--- src/rtl/fcs_pkg.sv ---
package fcs_pkg;

  typedef enum logic [2:0] {
    SQ_IDLE, SQ_PROG_DATA, SQ_ERASE_CONF, SQ_LOCK_CONF,
    SQ_BUF_COUNT, SQ_BUF_DATA, SQ_BUF_CONF
  } seq_e;

  typedef enum logic [2:0] {
    RM_ARRAY, RM_STATUS, RM_IDENT, RM_QUERY, RM_XSTAT
  } rmode_e;

  typedef enum logic [1:0] {
    OP_PROG = 2'd0, OP_BUF = 2'd1, OP_ERASE = 2'd2
  } op_e;

  localparam logic [7:0] C_RD_ARRAY   = 8'hFF;
  localparam logic [7:0] C_RD_STATUS  = 8'h70;
  localparam logic [7:0] C_CLR_STATUS = 8'h50;
  localparam logic [7:0] C_RD_IDENT   = 8'h90;
  localparam logic [7:0] C_RD_QUERY   = 8'h98;
  localparam logic [7:0] C_PROG_A     = 8'h40;
  localparam logic [7:0] C_PROG_B     = 8'h10;
  localparam logic [7:0] C_ERASE      = 8'h20;
  localparam logic [7:0] C_BUF        = 8'hE8;
  localparam logic [7:0] C_CONFIRM    = 8'hD0;
  localparam logic [7:0] C_SUSPEND    = 8'hB0;
  localparam logic [7:0] C_LOCK       = 8'h60;
  localparam logic [7:0] C_LOCK_SET   = 8'h01;

endpackage

--- src/rtl/fcs_busy_timer.sv ---
module fcs_busy_timer #(
  parameter int PROG_CYC  = 8,
  parameter int ERASE_CYC = 20
) (
  input  logic clk,
  input  logic rst_n,
  input  logic load,
  input  logic load_erase,
  input  logic hold,
  output logic busy
);
  localparam int MAX_CYC = (PROG_CYC > ERASE_CYC) ? PROG_CYC : ERASE_CYC;
  localparam int CNT_W   = $clog2(MAX_CYC + 1);

  logic [CNT_W-1:0] cnt_q, cnt_d;

  always_comb begin
    cnt_d = cnt_q;
    if (load)
      cnt_d = load_erase ? CNT_W'(ERASE_CYC) : CNT_W'(PROG_CYC);
    else if ((cnt_q != '0) && !hold)
      cnt_d = cnt_q - 1'b1;
  end

  always_ff @(posedge clk or negedge rst_n) begin
    if (!rst_n) cnt_q <= '0;
    else        cnt_q <= cnt_d;
  end

  assign busy = (cnt_q != '0);

  AST_NO_RELOAD_BUSY: assert property (@(posedge clk) disable iff (!rst_n)
    load |-> !busy);
  AST_HOLD_FREEZES: assert property (@(posedge clk) disable iff (!rst_n)
    (busy && hold && !load) |=> busy);

endmodule

--- src/rtl/fcs_lock_bank.sv ---
module fcs_lock_bank #(
  parameter  int BLK_W   = 2,
  localparam int NUM_BLK = 1 << BLK_W
) (
  input  logic             clk,
  input  logic             rst_n,
  input  logic             set_en,
  input  logic [BLK_W-1:0] set_blk,
  input  logic             clr_all,
  input  logic [BLK_W-1:0] chk_blk,
  output logic             chk_locked,
  input  logic [BLK_W-1:0] rd_blk,
  output logic             rd_locked
);
  logic [NUM_BLK-1:0] lock_q, lock_d;

  for (genvar b = 0; b < NUM_BLK; b++) begin : g_blk
    always_comb begin
      lock_d[b] = lock_q[b];
      if (clr_all)                              lock_d[b] = 1'b0;
      else if (set_en && set_blk == BLK_W'(b))  lock_d[b] = 1'b1;
    end
    always_ff @(posedge clk or negedge rst_n) begin
      if (!rst_n) lock_q[b] <= 1'b0;
      else        lock_q[b] <= lock_d[b];
    end
  end

  assign chk_locked = lock_q[chk_blk];
  assign rd_locked  = lock_q[rd_blk];

  AST_LOCK_BY_CMD: assert property (@(posedge clk) disable iff (!rst_n)
    (lock_q != $past(lock_q)) |-> $past(set_en || clr_all));
  AST_CLEAR_ALL: assert property (@(posedge clk) disable iff (!rst_n)
    $past(clr_all) |-> (lock_q == '0));

endmodule

--- src/rtl/fcs_buf_ctrl.sv ---
module fcs_buf_ctrl #(
  parameter int IDX_W = 5
) (
  input  logic             clk,
  input  logic             rst_n,
  input  logic             start,
  input  logic [IDX_W-1:0] n_in,
  input  logic             step,
  input  logic [15:0]      din,
  output logic             last,
  output logic [IDX_W-1:0] n_out,
  output logic             we,
  output logic [IDX_W-1:0] widx,
  output logic [15:0]      wdata
);
  logic [IDX_W-1:0] cnt_q, cnt_d, n_q, n_d, widx_q, widx_d;
  logic             we_q, we_d;
  logic [15:0]      wdata_q, wdata_d;

  always_comb begin
    cnt_d   = cnt_q;
    n_d     = n_q;
    we_d    = step;
    widx_d  = widx_q;
    wdata_d = wdata_q;
    if (start) begin
      cnt_d = '0;
      n_d   = n_in;
    end else if (step) begin
      cnt_d   = cnt_q + 1'b1;
      widx_d  = cnt_q;
      wdata_d = din;
    end
  end

  always_ff @(posedge clk or negedge rst_n) begin
    if (!rst_n) begin
      cnt_q   <= '0;
      n_q     <= '0;
      we_q    <= 1'b0;
      widx_q  <= '0;
      wdata_q <= '0;
    end else begin
      cnt_q   <= cnt_d;
      n_q     <= n_d;
      we_q    <= we_d;
      widx_q  <= widx_d;
      wdata_q <= wdata_d;
    end
  end

  assign last  = (cnt_q == n_q);
  assign n_out = n_q;
  assign we    = we_q;
  assign widx  = widx_q;
  assign wdata = wdata_q;

  AST_BUF_IDX_BOUND: assert property (@(posedge clk) disable iff (!rst_n)
    we |-> (widx <= n_q));
  AST_STEP_IN_RANGE: assert property (@(posedge clk) disable iff (!rst_n)
    step |-> (cnt_q <= n_q));

endmodule

--- src/rtl/flash_cmd_seq.sv ---
module flash_cmd_seq
  import fcs_pkg::*;
#(
  parameter  int ADDR_W    = 12,
  parameter  int BLK_W     = 2,
  parameter  int BUF_WORDS = 16,
  parameter  int PROG_CYC  = 8,
  parameter  int ERASE_CYC = 20,
  localparam int IDX_W     = $clog2(2 * BUF_WORDS)
) (
  input  logic              clk,
  input  logic              rst_n,
  input  logic              wp_n,
  input  logic              wr_en,
  input  logic [ADDR_W-1:0] wr_addr,
  input  logic [15:0]       wr_data,
  input  logic              byte_mode,
  input  logic [ADDR_W-1:0] rd_addr,
  input  logic [15:0]       array_rdata,
  input  logic [15:0]       query_rdata,
  output logic [15:0]       rd_data,
  output logic [15:0]       rd_oe,
  output logic              op_start,
  output logic [1:0]        op_kind,
  output logic [ADDR_W-1:0] op_addr,
  output logic [15:0]       op_data,
  output logic [IDX_W-1:0]  op_len,
  output logic              buf_we,
  output logic [IDX_W-1:0]  buf_idx,
  output logic [15:0]       buf_wdata,
  output logic              busy
);
  localparam logic [15:0] MAX_N_WORD = 16'(BUF_WORDS - 1);
  localparam logic [15:0] MAX_N_BYTE = 16'(2 * BUF_WORDS - 1);

  seq_e   seq_q, seq_d;
  rmode_e rmode_q, rmode_d;
  op_e    kind_q, kind_d, launch_kind;
  logic   err_prog_q, err_prog_d, err_erase_q, err_erase_d, err_lock_q, err_lock_d;
  logic   susp_q, susp_d;
  logic   start_q;
  logic [ADDR_W-1:0] addr_q, addr_d, opaddr_q, opaddr_d;
  logic [15:0]       opdata_q, opdata_d;

  logic        launch, buf_start, buf_step, buf_last, lock_set, lock_clr;
  logic        chk_locked, rd_locked, busy_w, running, lock_fail;
  logic [BLK_W-1:0]  chk_blk;
  logic [IDX_W-1:0]  buf_n;
  logic [7:0]  cmd, sr;
  logic [15:0] cnt_val, cnt_max;

  assign cmd     = wr_data[7:0];
  assign cnt_val = byte_mode ? {8'h00, wr_data[7:0]} : wr_data;
  assign cnt_max = byte_mode ? MAX_N_BYTE : MAX_N_WORD;
  assign running = busy_w && !susp_q;
  assign chk_blk = (seq_q == SQ_BUF_CONF) ? addr_q[ADDR_W-1 -: BLK_W]
                                          : wr_addr[ADDR_W-1 -: BLK_W];
  assign lock_fail = chk_locked && wp_n;

  always_comb begin
    seq_d = seq_q;  rmode_d = rmode_q;  kind_d = kind_q;  susp_d = susp_q;
    err_prog_d = err_prog_q;  err_erase_d = err_erase_q;  err_lock_d = err_lock_q;
    addr_d = addr_q;  opaddr_d = opaddr_q;  opdata_d = opdata_q;
    launch = 1'b0;  launch_kind = OP_PROG;
    buf_start = 1'b0;  buf_step = 1'b0;  lock_set = 1'b0;  lock_clr = 1'b0;
    if (wr_en) begin
      if (running) begin
        if (cmd == C_SUSPEND) begin
          susp_d  = 1'b1;
          rmode_d = RM_STATUS;
        end else if (cmd == C_RD_STATUS) begin
          rmode_d = RM_STATUS;
        end
      end else if (susp_q) begin
        case (cmd)
          C_CONFIRM:    begin susp_d = 1'b0; rmode_d = RM_STATUS; end
          C_RD_ARRAY:   rmode_d = RM_ARRAY;
          C_RD_STATUS:  rmode_d = RM_STATUS;
          C_RD_IDENT:   rmode_d = RM_IDENT;
          C_RD_QUERY:   rmode_d = RM_QUERY;
          C_CLR_STATUS: begin
            err_prog_d = 1'b0; err_erase_d = 1'b0; err_lock_d = 1'b0;
            rmode_d = RM_ARRAY;
          end
          default: ;
        endcase
      end else begin
        case (seq_q)
          SQ_IDLE: begin
            case (cmd)
              C_RD_ARRAY:  rmode_d = RM_ARRAY;
              C_RD_STATUS: rmode_d = RM_STATUS;
              C_RD_IDENT:  rmode_d = RM_IDENT;
              C_RD_QUERY:  rmode_d = RM_QUERY;
              C_CLR_STATUS: begin
                err_prog_d = 1'b0; err_erase_d = 1'b0; err_lock_d = 1'b0;
                rmode_d = RM_ARRAY;
              end
              C_PROG_A, C_PROG_B: begin seq_d = SQ_PROG_DATA;  rmode_d = RM_STATUS; end
              C_ERASE:            begin seq_d = SQ_ERASE_CONF; rmode_d = RM_STATUS; end
              C_LOCK:             begin seq_d = SQ_LOCK_CONF;  rmode_d = RM_STATUS; end
              C_BUF: begin
                seq_d   = SQ_BUF_COUNT;
                rmode_d = RM_XSTAT;
                addr_d  = wr_addr;
              end
              default: ;
            endcase
          end
          SQ_PROG_DATA: begin
            seq_d = SQ_IDLE;
            if (lock_fail) begin
              err_prog_d = 1'b1; err_lock_d = 1'b1;
            end else begin
              launch = 1'b1; launch_kind = OP_PROG;
              opaddr_d = wr_addr; opdata_d = wr_data;
            end
          end
          SQ_ERASE_CONF: begin
            seq_d = SQ_IDLE;
            if (cmd != C_CONFIRM) begin
              err_prog_d = 1'b1; err_erase_d = 1'b1;
            end else if (lock_fail) begin
              err_erase_d = 1'b1; err_lock_d = 1'b1;
            end else begin
              launch = 1'b1; launch_kind = OP_ERASE; opaddr_d = wr_addr;
            end
          end
          SQ_LOCK_CONF: begin
            seq_d = SQ_IDLE;
            if (cmd == C_LOCK_SET)      lock_set = 1'b1;
            else if (cmd == C_CONFIRM)  lock_clr = 1'b1;
            else begin err_prog_d = 1'b1; err_erase_d = 1'b1; end
          end
          SQ_BUF_COUNT: begin
            if (cnt_val <= cnt_max) begin
              buf_start = 1'b1;
              seq_d     = SQ_BUF_DATA;
            end else begin
              seq_d = SQ_IDLE; rmode_d = RM_STATUS;
              err_prog_d = 1'b1; err_erase_d = 1'b1;
            end
          end
          SQ_BUF_DATA: begin
            buf_step = 1'b1;
            if (buf_last) seq_d = SQ_BUF_CONF;
          end
          SQ_BUF_CONF: begin
            seq_d = SQ_IDLE; rmode_d = RM_STATUS;
            if (cmd != C_CONFIRM) begin
              err_prog_d = 1'b1; err_erase_d = 1'b1;
            end else if (lock_fail) begin
              err_prog_d = 1'b1; err_lock_d = 1'b1;
            end else begin
              launch = 1'b1; launch_kind = OP_BUF; opaddr_d = addr_q;
            end
          end
          default: seq_d = SQ_IDLE;
        endcase
      end
    end
    if (launch) kind_d = launch_kind;
  end

  always_ff @(posedge clk or negedge rst_n) begin
    if (!rst_n) begin
      seq_q <= SQ_IDLE;  rmode_q <= RM_ARRAY;  kind_q <= OP_PROG;  susp_q <= 1'b0;
      err_prog_q <= 1'b0;  err_erase_q <= 1'b0;  err_lock_q <= 1'b0;
      addr_q <= '0;  opaddr_q <= '0;  opdata_q <= '0;  start_q <= 1'b0;
    end else begin
      seq_q <= seq_d;  rmode_q <= rmode_d;  kind_q <= kind_d;  susp_q <= susp_d;
      err_prog_q <= err_prog_d;  err_erase_q <= err_erase_d;  err_lock_q <= err_lock_d;
      addr_q <= addr_d;  opaddr_q <= opaddr_d;  opdata_q <= opdata_d;  start_q <= launch;
    end
  end

  fcs_busy_timer #(.PROG_CYC(PROG_CYC), .ERASE_CYC(ERASE_CYC)) u_timer (
    .clk(clk), .rst_n(rst_n), .load(launch),
    .load_erase(launch_kind == OP_ERASE), .hold(susp_q), .busy(busy_w));

  fcs_lock_bank #(.BLK_W(BLK_W)) u_locks (
    .clk(clk), .rst_n(rst_n), .set_en(lock_set),
    .set_blk(wr_addr[ADDR_W-1 -: BLK_W]), .clr_all(lock_clr),
    .chk_blk(chk_blk), .chk_locked(chk_locked),
    .rd_blk(rd_addr[ADDR_W-1 -: BLK_W]), .rd_locked(rd_locked));

  fcs_buf_ctrl #(.IDX_W(IDX_W)) u_buf (
    .clk(clk), .rst_n(rst_n), .start(buf_start), .n_in(cnt_val[IDX_W-1:0]),
    .step(buf_step), .din(wr_data), .last(buf_last), .n_out(buf_n),
    .we(buf_we), .widx(buf_idx), .wdata(buf_wdata));

  assign sr = {!busy_w || susp_q, susp_q && kind_q == OP_ERASE, err_erase_q, err_prog_q,
               1'b0, susp_q && kind_q != OP_ERASE, err_lock_q, 1'b0};

  always_comb begin
    rd_oe = running ? 16'h0080 : 16'hFFFF;
    if (running) rd_data = 16'h0000;
    else begin
      case (rmode_q)
        RM_STATUS: rd_data = {8'h00, sr};
        RM_IDENT:  rd_data = {15'h0000, rd_locked};
        RM_QUERY:  rd_data = query_rdata;
        RM_XSTAT:  rd_data = {8'h00, !busy_w, 7'h00};
        default:   rd_data = array_rdata;
      endcase
    end
  end

  assign op_start = start_q;
  assign op_kind  = kind_q;
  assign op_addr  = opaddr_q;
  assign op_data  = opdata_q;
  assign op_len   = buf_n;
  assign busy     = busy_w;

  AST_START_AFTER_WRITE: assert property (@(posedge clk) disable iff (!rst_n)
    op_start |-> $past(wr_en));
  AST_CONFIRMED_LAUNCH: assert property (@(posedge clk) disable iff (!rst_n)
    (op_start && op_kind != OP_PROG) |-> $past(wr_data[7:0] == C_CONFIRM));
  AST_ERR_STICKY: assert property (@(posedge clk) disable iff (!rst_n)
    ($fell(err_prog_q) || $fell(err_erase_q) || $fell(err_lock_q))
      |-> $past(wr_en && wr_data[7:0] == C_CLR_STATUS));
  AST_SUSP_NEEDS_BUSY: assert property (@(posedge clk) disable iff (!rst_n)
    $rose(susp_q) |-> $past(busy_w));

endmodule

--- config.mk ---
export PLATFORM = sky130hd
export DESIGN_NAME = flash_cmd_seq
export DESIGN_NICKNAME = d
export VERILOG_FILES = /design/src/rtl/fcs_pkg.sv /design/src/rtl/fcs_busy_timer.sv /design/src/rtl/fcs_lock_bank.sv /design/src/rtl/fcs_buf_ctrl.sv /design/src/rtl/flash_cmd_seq.sv
export SDC_FILE = /design/constraint.sdc
export NUM_CORES = 1
export LEC_CHECK = 0
export CORE_ASPECT_RATIO = 0.8
export CORE_MARGIN = 1.5
export CORE_UTILIZATION = 40
export DETAILED_ROUTE_END_ITERATION = 8
export GPL_TIMING_DRIVEN = 0
export MAX_ROUTING_LAYER = met4
export PLACE_DENSITY = 0.74
export SETUP_SLACK_MARGIN = 0.5
export SYNTH_ARGS = -nofsm -noshare
export SYNTH_HDL_FRONTEND = slang
export SYNTH_SLANG_ARGS = --single-unit
--- constraint.sdc ---
create_clock -name clk -period 2.4 [get_ports clk]
set_input_delay 0.48 -clock clk [delete_from_list [all_inputs] [get_ports clk]]
set_output_delay 0.48 -clock clk [all_outputs]
set_load 0.05 [all_outputs]
; ---- Word level (Yosys, flattened, before mapping)
; Index checks and enable logic that the tools add are counted.
[totals]
regBits = 94
out_inout_bits = 91
word_cells = 215
[op_classes]
order_cmp = 3
reduce_logical = 40
mux = 97
bitwise = 4
eq_ne = 48
n_addsub = 2
[op_table]
columns = op, count
row1 = case mux 16 bit (4 select lines), 1
row2 = 2-to-1 mux 1 bit, 57
row3 = "== test 8 bit, second input constant", 6
row4 = 2-to-1 mux 12 bit, 4
row5 = 2-to-1 mux 16 bit, 3
row6 = case mux 12 bit (3 select lines), 1
row7 = "== test 8 x 7 -> 1 bit, second input constant", 4
row8 = 2-to-1 mux 5 bit, 6
row9 = case mux 3 bit (4 select lines), 2
row10 = 2-to-1 mux 3 bit, 7
row11 = case mux 3 bit (3 select lines), 2
row12 = less-or-equal comparator 16 x 5 -> 1 bit, 1
row13 = "inequality test 3 bit, second input constant", 5
row14 = case mux 3 bit (5 select lines), 1
row15 = AND reduction 5 bit, 3
row16 = AND reduction 7 bit, 2
row17 = "== test 3 x 2 -> 1 bit, second input constant", 4
row18 = "== test 3 bit, second input constant", 4
row19 = 2-to-1 mux 2 bit, 6
row20 = nonzero test 2 bit, 6
row21 = "inequality test 2 bit, second input constant", 5
row22 = nonzero test 5 bit, 2
row23 = "== test 2 bit, second input constant", 4
row24 = "== test 8 x 1 -> 1 bit, second input constant", 1
row25 = 38 further kinds, 57

; ---- Longest topological paths before layout
; Gate-level depths: netlist of the first run.
[logic_depth]
word_depth = 14
ltp_mapped = 9
ltp_nobuf = 8

; ---- Cells and area by module
; Synthesis of the first run repeated with hierarchy kept, for this count alone.
[hier_totals]
cells_unflattened = 465
hier_area_um2 = 5266.3
[by_module_without_submodules]
columns = module, seq_area_each_um2, instances, area_each_um2, cells_each
row1 = flash_cmd_seq, 1326.3, 1, 3408.3, 336
row2 = fcs_buf_ctrl, 800.8, 1, 1385.1, 84
row3 = fcs_busy_timer, 125.1, 1, 267.8, 28
row4 = fcs_lock_bank, 100.1, 1, 205.2, 17

; ---- Worst setup path after synthesis of the first run
; OpenSTA, ideal clock, no wires.
[synth_timing]
path_kind = register to output
from = register u_timer.cnt_q[0]
to = output rd_data[10]
arrival_time_ns = 2.231
setup_slack_ns = -0.311
required_ns = 1.920
path_stages_with_launch = 8
path_buffers = 2
path_cell_list = dfrtp_1 inv_1 ha_1 nor4b_2 nor2_1 clkbuf_1 buf_1 nor2_1
[synth_via]
elab_chain_len = 3
[synth_rtl]
columns = item, line_no
row1 = "start, declared", fcs_busy_timer.sv:15  ; logic [CNT_W-1:0] cnt_q, cnt_d;
row2 = "start signal, assigned", fcs_busy_timer.sv:27  ; else cnt_q <= cnt_d;
row3 = nonzero test 5 bit, fcs_busy_timer.sv:30  ; assign busy = (cnt_q != '0);
row4 = logical AND 1 bit, flash_cmd_seq.sv:55  ; assign running = busy_w && !susp_q;
row5 = 2-to-1 mux 16 bit, flash_cmd_seq.sv:197  ; if (running) rd_data = 16'h0000;
row6 = "end, declared", flash_cmd_seq.sv:21  ; output logic [15:0] rd_data,
; Every way passes these cells.

; ---- Worst setup path after layout of the first run
[layout_timing]
from = register u_timer.cnt_q[1]
to = register rmode_q[1]
[layout_via]
elab_chain_len = 4
[layout_rtl]
columns = item, line_no
row1 = nonzero test 5 bit *, fcs_busy_timer.sv:30
row2 = logical AND 1 bit *, flash_cmd_seq.sv:55
row3 = inequality test 8 x 5 -> 1 bit (no line) (tied with other cells), --
row4 = AND reduction 6 bit (no line), --
row5 = "end signal, assigned", flash_cmd_seq.sv:171  ; seq_q <= seq_d; rmode_q <= rmode_d; kind_q <= kind_d; susp_q <= susp_d;
row6 = "end, declared", flash_cmd_seq.sv:37  ; rmode_e rmode_q, rmode_d;
; Mark *: on every way between the ends. The rest lies on a longest branch, timed or not.
; A chain may end at the register's enable or synchronous reset.

==> results of run 1 <==
-- placed cells by master (no fill, tap or decap), types with 5 or more instances in the layout --
master	count
dlygate4sd2_1	63
nand4_1	7
clkbuf_16	12
buf_6	64
nor2_4	32
inv_1	15
dfrtp_1	93
o21ai_0	6
a21oi_2	16
clkdlybuf4s50_1	52
nand2_1	17
o21ai_1	9
nor3_4	7
mux2i_1	14
buf_12	7
a21oi_1	11
xor2_1	5
a22oi_2	11
nand3_1	7
clkbuf_8	6
xnor2_1	6
mux2_4	57
nor2_1	12
buf_8	44
buf_4	52
-- timing repair --
| item | in CTS | in global routing |
|---|---|---|
| resized for setup | 537 | 89 |
| endpoints found under the setup margin | 184 | 126 |
| pin swaps | 43 | 25 |
| setup buffers | 78 | 17 |
| gates cloned | 7 | 0 |
-- routing by layer --
layer / vias to the layer above / track usage (%) / share of wire, %
met5: - / - / 0
met4: 0 / 12.1 / 6.0
li1: 2341 / - / -
met3: 150 / 5.33 / 9.7
met2: 466 / 49.7 / 48
met1: 2828 / 39.3 / 37
-- how the worst max path moves through the flow --
| stage | cells after the start | from | to | slack [ps] |
|---|---|---|---|---|
| floorplan | 7 | wr_data[0] | rmode_q[1]$_DFFE_PN0P_ | -150 |
| global placement | 1 | rst_n | op_kind[1]$_DFFE_PN0P_ | -2510 |
| detailed placement | 6 | wr_data[1] | rmode_q[1]$_DFFE_PN0P_ | -1070 |
| CTS | 9 | u_timer.cnt_q[0]$_DFFE_PN0P_ | rd_oe[15] | -50 |
| global route | 12 | u_timer.cnt_q[1]$_DFFE_PN0P_ | rmode_q[1]$_DFFE_PN0P_ | -330 |
| finish | 12 | u_timer.cnt_q[1]$_DFFE_PN0P_ | rmode_q[1]$_DFFE_PN0P_ | -330 |
-- logic make-up (layout without fill, tap and decap cells) --
family,after synthesis,in the layout,share of synthesized area [%]
xor+xnor,13,13,2.20
mux,77,77,17.0
fa+ha+maj,4,4,0.965
flops,94,94,45.4
simple gates,143,143,14.7
compound gates,101,101,13.1
other cells,1,1,0.0723
buf+inv,68,340,6.59
-- state kept, by name, summed over array words and instances (netlist names), 4 cells and up --
register        cells
addr_q             12
u_timer.cnt_q       5
u_buf.widx          5
op_addr            12
op_data            16
u_buf.n_out         5
u_buf.cnt_q         5
u_locks.lock_q      4
u_buf.wdata        16
-- area by class of cell --
class / instances / area [um2] / area share, %
plain buffers: 48 / 593 / 6.04
clock inverters: 6 / 68.8 / 0.700
well taps: 171 / 214 / 2.18
multi-input cells: 339 / 3580 / 36.4
inverters: 20 / 91.3 / 0.930
repair buffers: 256 / 2700 / 27.5
clock buffers: 10 / 229 / 2.33
flip-flops and latches: 94 / 2350 / 24.0
-- worst max-delay path, cell delays in order (launching register included) --
cell,delay (ps)
dfrtp_1,410
inv_2,100
ha_4,130
nor4b_4,240
buf_4,170
buf_6,130
buf_6,140
clkinv_8,90
nor3b_4,230
nor3_2,100
a2111oi_4,340
buf_4,250
mux2_4,310
-- power by group through the flow --
| stage | clock [mW] | combinational [mW] | sequential, mW |
|---|---|---|---|
| CTS | 1.48 | 1.13 | 1.69 |
| global placement | 0 | 0.882 | 1.72 |
| global route | 1.59 | 1.37 | 1.71 |
| detailed placement | 0 | 0.904 | 1.72 |
| floorplan | 0 | 0.496 | 1.78 |
| finish | 1.50 | 1.33 | 1.71 |
-- through the flow --
step	cell area, um2	setup TNS, ps	worst slack [ps]	utilization, %
final	9830	-4620	-333	79.3
after global routing	9830	-6860	-332	79.3
after CTS	9360	-367	-48.1	75.6
after detailed placement	7500	-68140	-1070	60.5
after global placement	7470	-298800	-2510	60.3
after floorplan	5730	-1210	-149	-
==> results by group, run 1 <==
Global routing
  – Largest net degree at the start of global routing: between 50 and 60
  – Grt ovf: 0
  – First-pass GRT wire length: 31,700 um
  – Overall routing resource usage: 31.1%
  – Vias in the first global route: approximately 5,800
  – Initial antenna violation count: 0

Cells and area
  – Fin cells: 944
  – ANT cells: 0
  – Nets: 849
  – Area Overhead vs Synth: 89.5%
  – Layout cells sized above 1: 51.7%
  – Fillers: about 650

Synthesis
  – Synth area leader: dfrtp_1
  – Synthesized area per cell: 10.3 um2
  – Post-synth EDFFs: 0
  – Syn nets: between 500 and 600
  – Post-synth ARST share: 100%
  – Post-synth top flop: dfrtp_1
  – Mapped Area: 5180 um2
  – Post-synth cell types: 65
  – Largest cells by area after synthesis: dfrtp_1 (45%), mux2_2 (12%), nor2_1 (3.4%)
  – Top post-synthesis cells by count: dfrtp_1 (94), mux2_2 (57), nor2_1 (47)
  – Share of the synthesized area in the top cell type: a little under half
  – Seq cells post-synth: 94
  – Cell count after synthesis: 501
  – Post-synthesis sequential area ratio: 45.4%
  – YS warnings: 0
  – Count leader, synth: dfrtp_1

Worst hold path
  – Hold Crit Class: input port to async pin

Placement
  – PortBufs: 153
  – Detailed-placement wirelength estimate: 11,500 um
  – Cells after DPL: 826
  – GPL Wtd Cong: 0.940

Route
  – Vias: 5,785
  – Post-route DRC: 0
  – Routed wire length: 23,900 um
  – DR iter-0 viols: 564
  – Avg Vias per Cell: approximately 6
  – DRT Pass-1 Iters: 5
  – Routed wire per std cell: roughly 25 um
  – Post-route ant nets: 0

Status
  – Outcome: finished, violations left
  – Failing checks: negative setup slack

Critical path
  – Worst path arrival time: about 3000 ps
  – CP endpoint kind: flop
  – CP Max Fanout: 5
  – Worst reg2reg path depth: 12
  – Reg2reg setup slack: -330 ps
  – Worst r2r src: u_timer.cnt_q[1]$_DFFE_PN0P_
  – CP Launch Type: flop
  – Crit Path Category: flop to flop
  – RR Endpoint: rmode_q[1]$_DFFE_PN0P_
  – Critical Path RT: 2640 ps

Clock tree
  – H-tree depth: 3
  – Clk slew on worst S/H paths: roughly 70 ps
  – CTS tree: built
  – Cts hold-fix bufs: 0
  – Longest Clk Path Bufs: 2
  – CTS buffer count: 9
  – Worst skew pair latency: 350 ps
  – Clk root buf: clkbuf_16
  – Clock sinks: 94

Power
  – Switching share of power: ~33%
  – Int Pwr: 3.05 mW
  – Seq pwr share: a little under two fifths
  – Clk pwr share: about a third
  – Leak pwr: 4.60 nW
  – Max VDD drop: 289 uV
  – Power density cells: 462 nW/um2
  – Combinational Power Share: 29.3%
  – Total power: 4.54 mW
  – Psw: 1.49 mW

Timing
  – Fin Clk Skew: 9.68 ps
  – Worst Tran Pin Value: 687 ps
  – Final Max Slew Viols: 0
  – Minimum clock period: 2730 ps
  – Final Hold Vio Count: 0
  – Hold Slack: 109 ps
  – Setup WS post-layout: -333 ps
  – RSZ-0062 raised after global routing: yes
  – Fin crit share: 114%
  – Slew HR: 53.8%
  – Final setup fails: 66
  – Max Fclk: approximately 370 MHz

Die
  – Die Y: 105 um
  – Initial Utilization: 41.9%
  – Die area: 13,700 um2
  – # rows: 36
  – Die X: 130 um
  – I/O Pins: between 150 and 200
  – Core region area: 12,400 um2

Flow run
  – Maxcap violations: 0
No activity file was read; power rests on OpenSTA's default activity.
==> run 2: changes to the inputs <==
- CORE_MARGIN: 1.5 -> not set
- CTS_BUF_LIST: not set -> sky130_fd_sc_hd__clkbuf_4 sky130_fd_sc_hd__clkbuf_8
==> results by group, run 2 (synthesis gave the netlist of run 1 again) <==
Timing
  – Slew HR: 48.6%
  – Setup WS post-layout: -136 ps
  – Final setup fails: 43
  – Fin crit share: 106%
  – Final Max Slew Viols: 0
  – Max Fclk: 394 MHz
  – Hold Slack: roughly 90 ps
  – Fin Clk Skew: 12.4 ps
  – RSZ-0062 raised after global routing: yes
  – Minimum clock period: 2540 ps
  – Worst Tran Pin Value: 771 ps
  – Final Hold Vio Count: 0

Cells and area
  – Area Overhead vs Synth: 73.6%
  – ANT cells: 0
  – Layout cells sized above 1: between 40 and 50%
  – Commonest non-fill, non-tap cell in the layout: dfrtp_1
  – Fillers: between 800 and 900
  – Final core occ: 72.7%
  – Most frequent cells in the layout: dfrtp_1 (93), dlygate4sd2_1 (61), mux2_4 (57)
  – Fin cells: 910
  – Nets: about 800

Critical path
  – CP Max Fanout: 8
  – CP Launch Type: flop
  – CP endpoint kind: output pin
  – Crit Path Category: flop to output pin
  – Reg2reg setup slack: -50 ps
  – Worst path arrival time: 2060 ps
  – Critical Path RT: 1920 ps
  – RR Endpoint: u_buf.n_out[0]$_DFFE_PN0N_
  – Setup crit start: u_timer.cnt_q[1]$_DFFE_PN0P_
  – Worst r2r src: u_timer.cnt_q[0]$_DFFE_PN0P_
  – CP Capture Point: rd_oe[8]
  – Worst reg2reg path depth: 10

Clock tree
  – Worst skew pair latency: slightly below 400 ps
  – CTS buffer count: 9
  – Clock sinks: 94
  – Longest Clk Path Bufs: 2
  – Clk slew on worst S/H paths: 100 ps
  – CTS tree: built
  – Clk root buf: clkbuf_8
  – H-tree depth: 3

Die
  – I/O Pins: 168
  – Core region area: 12,400 um2
  – Die Y: 104 um
  – Die area: 13,400 um2
  – # rows: 36
  – Die X: 129 um
  – Initial Utilization: 41.9%

Worst hold path
  – Hold Crit Class: input port to async pin

Route
  – Avg Vias per Cell: 5.64
  – Post-route ant nets: 0
  – Routed wire length: between 15,000 and 20,000 um
  – DR iter-0 viols: 403
  – Post-route DRC: 0
  – Routed wire per std cell: ~20 um
  – DRT Pass-1 Iters: 5
  – Vias: 5,132

Placement
  – GPL Wtd Cong: 0.880
  – Detailed-placement wirelength estimate: 11,300 um
  – Cells after DPL: 826
  – PortBufs: approximately 150

Power
  – Switching share of power: roughly 33%
  – Seq pwr share: 44.1%
  – Psw: 1.29 mW
  – Max VDD drop: about 370 uV
  – Combinational Power Share: between 20% and 30%
  – Clk pwr share: 27.1%
  – Int Pwr: 2.56 mW
  – Leak pwr: 4.25 nW
  – Power density cells: approximately 430 nW/um2

Global routing
  – Largest net degree at the start of global routing: 53
  – Initial antenna violation count: 0
  – First-pass GRT wire length: 28,600 um
  – Vias in the first global route: 5,278
  – Grt ovf: 0
  – Overall routing resource usage: 28.5%

Status
  – Outcome: finished, violations left
  – Failing checks: negative setup slack

Flow run
  – Maxcap violations: 0
[run 2: worst min path at each step]
stage	to	slack, ps	cells after the start
finish	u_buf.wdata[10]$_DFFE_PN0P_	90	1
global route	op_data[12]$_DFFE_PN0P_	120	1
CTS	op_data[12]$_DFFE_PN0P_	100	1
detailed placement	addr_q[7]$_DFFE_PN0P_	490	1
global placement	addr_q[3]$_DFFE_PN0P_	470	1
floorplan	addr_q[0]$_DFFE_PN0P_	180	0
[run 2: per-stage QoR]
stage          TNS, ps  setup WS, ps  total power, mW  instance area (um2)
6_report         -2830          -136             3.85                 9000
5_1_grt          -7530          -232             4.02                 9000
4_1_cts          -2390          -115             3.81                 8800
3_5_place_dp    -65000          -972             2.62                 7500
3_3_place_gp   -300580         -2520             2.60                 7470
2_1_floorplan    -1210          -149             2.27                 5730
[run 2: area by class of cell]
class | count | area, um2 | area share [%]
multi-input combinational | 339 | 3290 | 36.6
tap | 171 | 214 | 2.38
clock buffer | 10 | 138 | 1.53
inverter | 20 | 86.3 | 0.959
buffer | 48 | 542 | 6.02
timing repair buffer | 222 | 2320 | 25.8
clock inverter | 6 | 52.6 | 0.584
sequential | 94 | 2350 | 26.2
[run 2: per-layer routing]
metal | track usage, % | part of all wire (%) | up-vias
li1 | - | - | 2289
met1 | 37.9 | 43 | 2562
met2 | 43.5 | 48 | 247
met3 | 5.99 | 7.3 | 34
met4 | 8.49 | 1.7 | 0
met5 | - | 0 | -
[run 2: critical path, cell delays in order, from the launching register on]
cell        delay [ps]
dfrtp_1            380
inv_2               60
ha_4               150
nor4b_4            130
nor2_2             130
clkbuf_8           170
clkinvlp_4         120
buf_6              140
buf_12             130
buf_6              110
buf_8              140
[run 2: power by group through the flow]
stage / registers, mW / clock network [mW] / logic [mW]
after floorplan: 1.78 / 0 / 0.496
after global placement: 1.72 / 0 / 0.882
after detailed placement: 1.72 / 0 / 0.895
after CTS: 1.69 / 1.05 / 1.06
after global routing: 1.70 / 1.14 / 1.17
final: 1.70 / 1.04 / 1.11
[run 2: timing repair]
item	4_1_cts	5_1_grt
pin swaps	26	16
buffers inserted	56	6
endpoints found under the setup margin	184	126
resized for setup	455	46
cloned	6	0
hold buffers	0	0
==> run 3: changes to the inputs <==
- GPL_ROUTABILITY_DRIVEN: not set -> 0
==> results by group, run 3 (synthesis gave the netlist of run 1 again) <==
Status
  – Outcome: finished, violations left
  – Failing checks: negative hold slack, negative setup slack

Timing
  – Minimum clock period: 2580 ps
  – Slew HR: 58.2%
  – Max Fclk: 387 MHz
  – Final Hold Vio Count: 1
  – Setup WS post-layout: -182 ps
  – Final setup fails: between 80 and 90
  – Worst Tran Pin Value: 623 ps
  – Final Max Slew Viols: 0
  – RSZ-0062 raised after global routing: yes
  – Fin Clk Skew: 23.5 ps
  – Hold Slack: -0.129 ps
  – Fin crit share: 108%
  – Post-Route Setup TNS: -7910 ps

Power
  – Power density cells: 450 nW/um2
  – Psw: between 1 and 1.5 mW
  – Clk pwr share: 26.5%
  – Combinational Power Share: 34.4%
  – Leak pwr: 4.52 nW
  – Max VDD drop: 273 uV
  – Switching share of power: 32.6%
  – Seq pwr share: 39.1%
  – Int Pwr: 2.93 mW
  – Total power: 4.34 mW

Route
  – Routed wire per std cell: 22.7 um
  – Avg Vias per Cell: 5.93
  – DRT Pass-1 Iters: 6
  – Post-route ant nets: 0
  – Routed wire length: 21,400 um
  – DR iter-0 viols: between 600 and 700
  – Post-route DRC: 0
  – Vias: 5,601

Clock tree
  – H-tree depth: 3
  – Longest Clk Path Bufs: 2
  – Clk slew on worst S/H paths: 90 ps
  – Clk root buf: clkbuf_8
  – CTS buffer count: 9
  – Clock sinks: 94
  – CTS tree: built
  – Worst skew pair latency: 400 ps

Cells and area
  – Layout cells sized above 1: 49.5%
  – Commonest non-fill, non-tap cell in the layout: dfrtp_1
  – Area Overhead vs Synth: 86.4%
  – Fin area: ~9700 um2
  – Nets: 849
  – Fillers: 666
  – Fin cells: 944
  – Most frequent cells in the layout: dfrtp_1 (93), buf_6 (69), dlygate4sd2_1 (61)
  – ANT cells: 0

Die
  – Die area: 13,400 um2
  – I/O Pins: 168
  – Core region area: 12,400 um2
  – Initial Utilization: 41.9%
  – # rows: 36
  – Die X: 129 um
  – Die Y: 104 um

Critical path
  – Worst path arrival time: 2100 ps
  – Crit Path Category: flop to output pin
  – CP endpoint kind: output pin
  – Critical Path RT: 1920 ps
  – CP Launch Type: flop
  – CP Max Fanout: 11

Global routing
  – Initial antenna violation count: 0
  – Grt ovf: 0
  – First-pass GRT wire length: 30,400 um
  – Largest net degree at the start of global routing: 68
  – Vias in the first global route: about 5,500
  – Overall routing resource usage: between 30% and 40%

Placement
  – Detailed-placement wirelength estimate: 11,200 um
  – Placed instance area: 7500 um2
  – Cells after DPL: 826
  – PortBufs: approximately 150

Flow run
  – Maxcap violations: 0

Worst hold path
  – Hold Crit Class: input port to async pin
==> run 3: cell types whose count changed in the layout (fill, tap and decap cells not counted), moves of 3 or more <==
cell	delta
a21oi_1	-10
nor2_1	-12
buf_6	+19
buf_4	+6
nor3_1	-3
clkbuf_8	-3
buf_12	+6
nor2_4	+7
a21oi_2	+9
buf_8	+7
nor2_2	+5
==> run 3: final cells by class <==
class                   instances  area (um2)  share of cell area, %
inverters                      20        86.3                  0.893
well taps                     171         214                   2.21
flip-flops and latches         94        2350                   24.3
multi-input cells             339        3460                   35.8
plain buffers                  48         577                   5.97
clock buffers                  12         159                   1.64
repair buffers                256        2770                   28.6
clock inverters                 4        53.8                  0.557
==> run 3: through the flow <==
stage | hold slack, ps | setup WS [ps] | util, %
6_report | -0.129 | -182 | 78.0
5_1_grt | 32.1 | -251 | 78.0
4_1_cts | 22.3 | -74.9 | 74.9
3_5_place_dp | 426 | -994 | 60.5
3_3_place_gp | 474 | -2540 | 60.3
2_1_floorplan | 184 | -149 | -
==> run 3: layer usage <==
metal	wire length (um)	share of wire, %	GRT usage (%)
met5	0	0	-
met4	786	3.7	9.83
met3	2210	10	6.20
met2	10100	47	46.4
met1	8370	39	39.9
==> run 3: path summary, 6_finish.rpt <==
kind	from	cells past startpoint	endpoint	slack, ps
max	u_timer.cnt_q[0]$_DFFE_PN0P_	9	rd_oe[15]	-180
min	rst_n	1	op_data[0]$_DFFE_PN0P_	-0.1
max reg2reg	u_timer.cnt_q[0]$_DFFE_PN0P_	14	u_buf.cnt_q[4]$_DFFE_PN0P_	-150
min reg2reg	u_buf.wdata[0]$_DFFE_PN0P_	1	u_buf.wdata[0]$_DFFE_PN0P_	510
max in group asynchronous	rst_n	2	susp_q$_DFFE_PN0P_	1730
min in group clk	wr_data[1]	2	u_buf.wdata[1]$_DFFE_PN0P_	350
==> run 3: repair_timing <==
item	in CTS	in global routing
pin swaps	46	30
hold buffers	0	0
cloned	7	0
resized for setup	519	68
setup buffers	77	18
endpoints found under the setup margin	184	126
==> run 3: critical path: stages (launching register included) <==
cell and delay (ps):
dfrtp_1 410, inv_2 80, ha_4 150, nor4b_4 130
nor2_2 180, buf_8 160, clkinvlp_4 150, buf_12 190
buf_6 120, buf_8 140
==> run 3: power by group through the flow <==
stage               Clock (mW)  Combinational, mW  Sequential [mW]
CTS                       1.14               1.24             1.69
global route              1.22               1.55             1.71
detailed placement           0              0.896             1.72
floorplan                    0              0.496             1.78
finish                    1.15               1.49             1.70
global placement             0              0.871             1.72
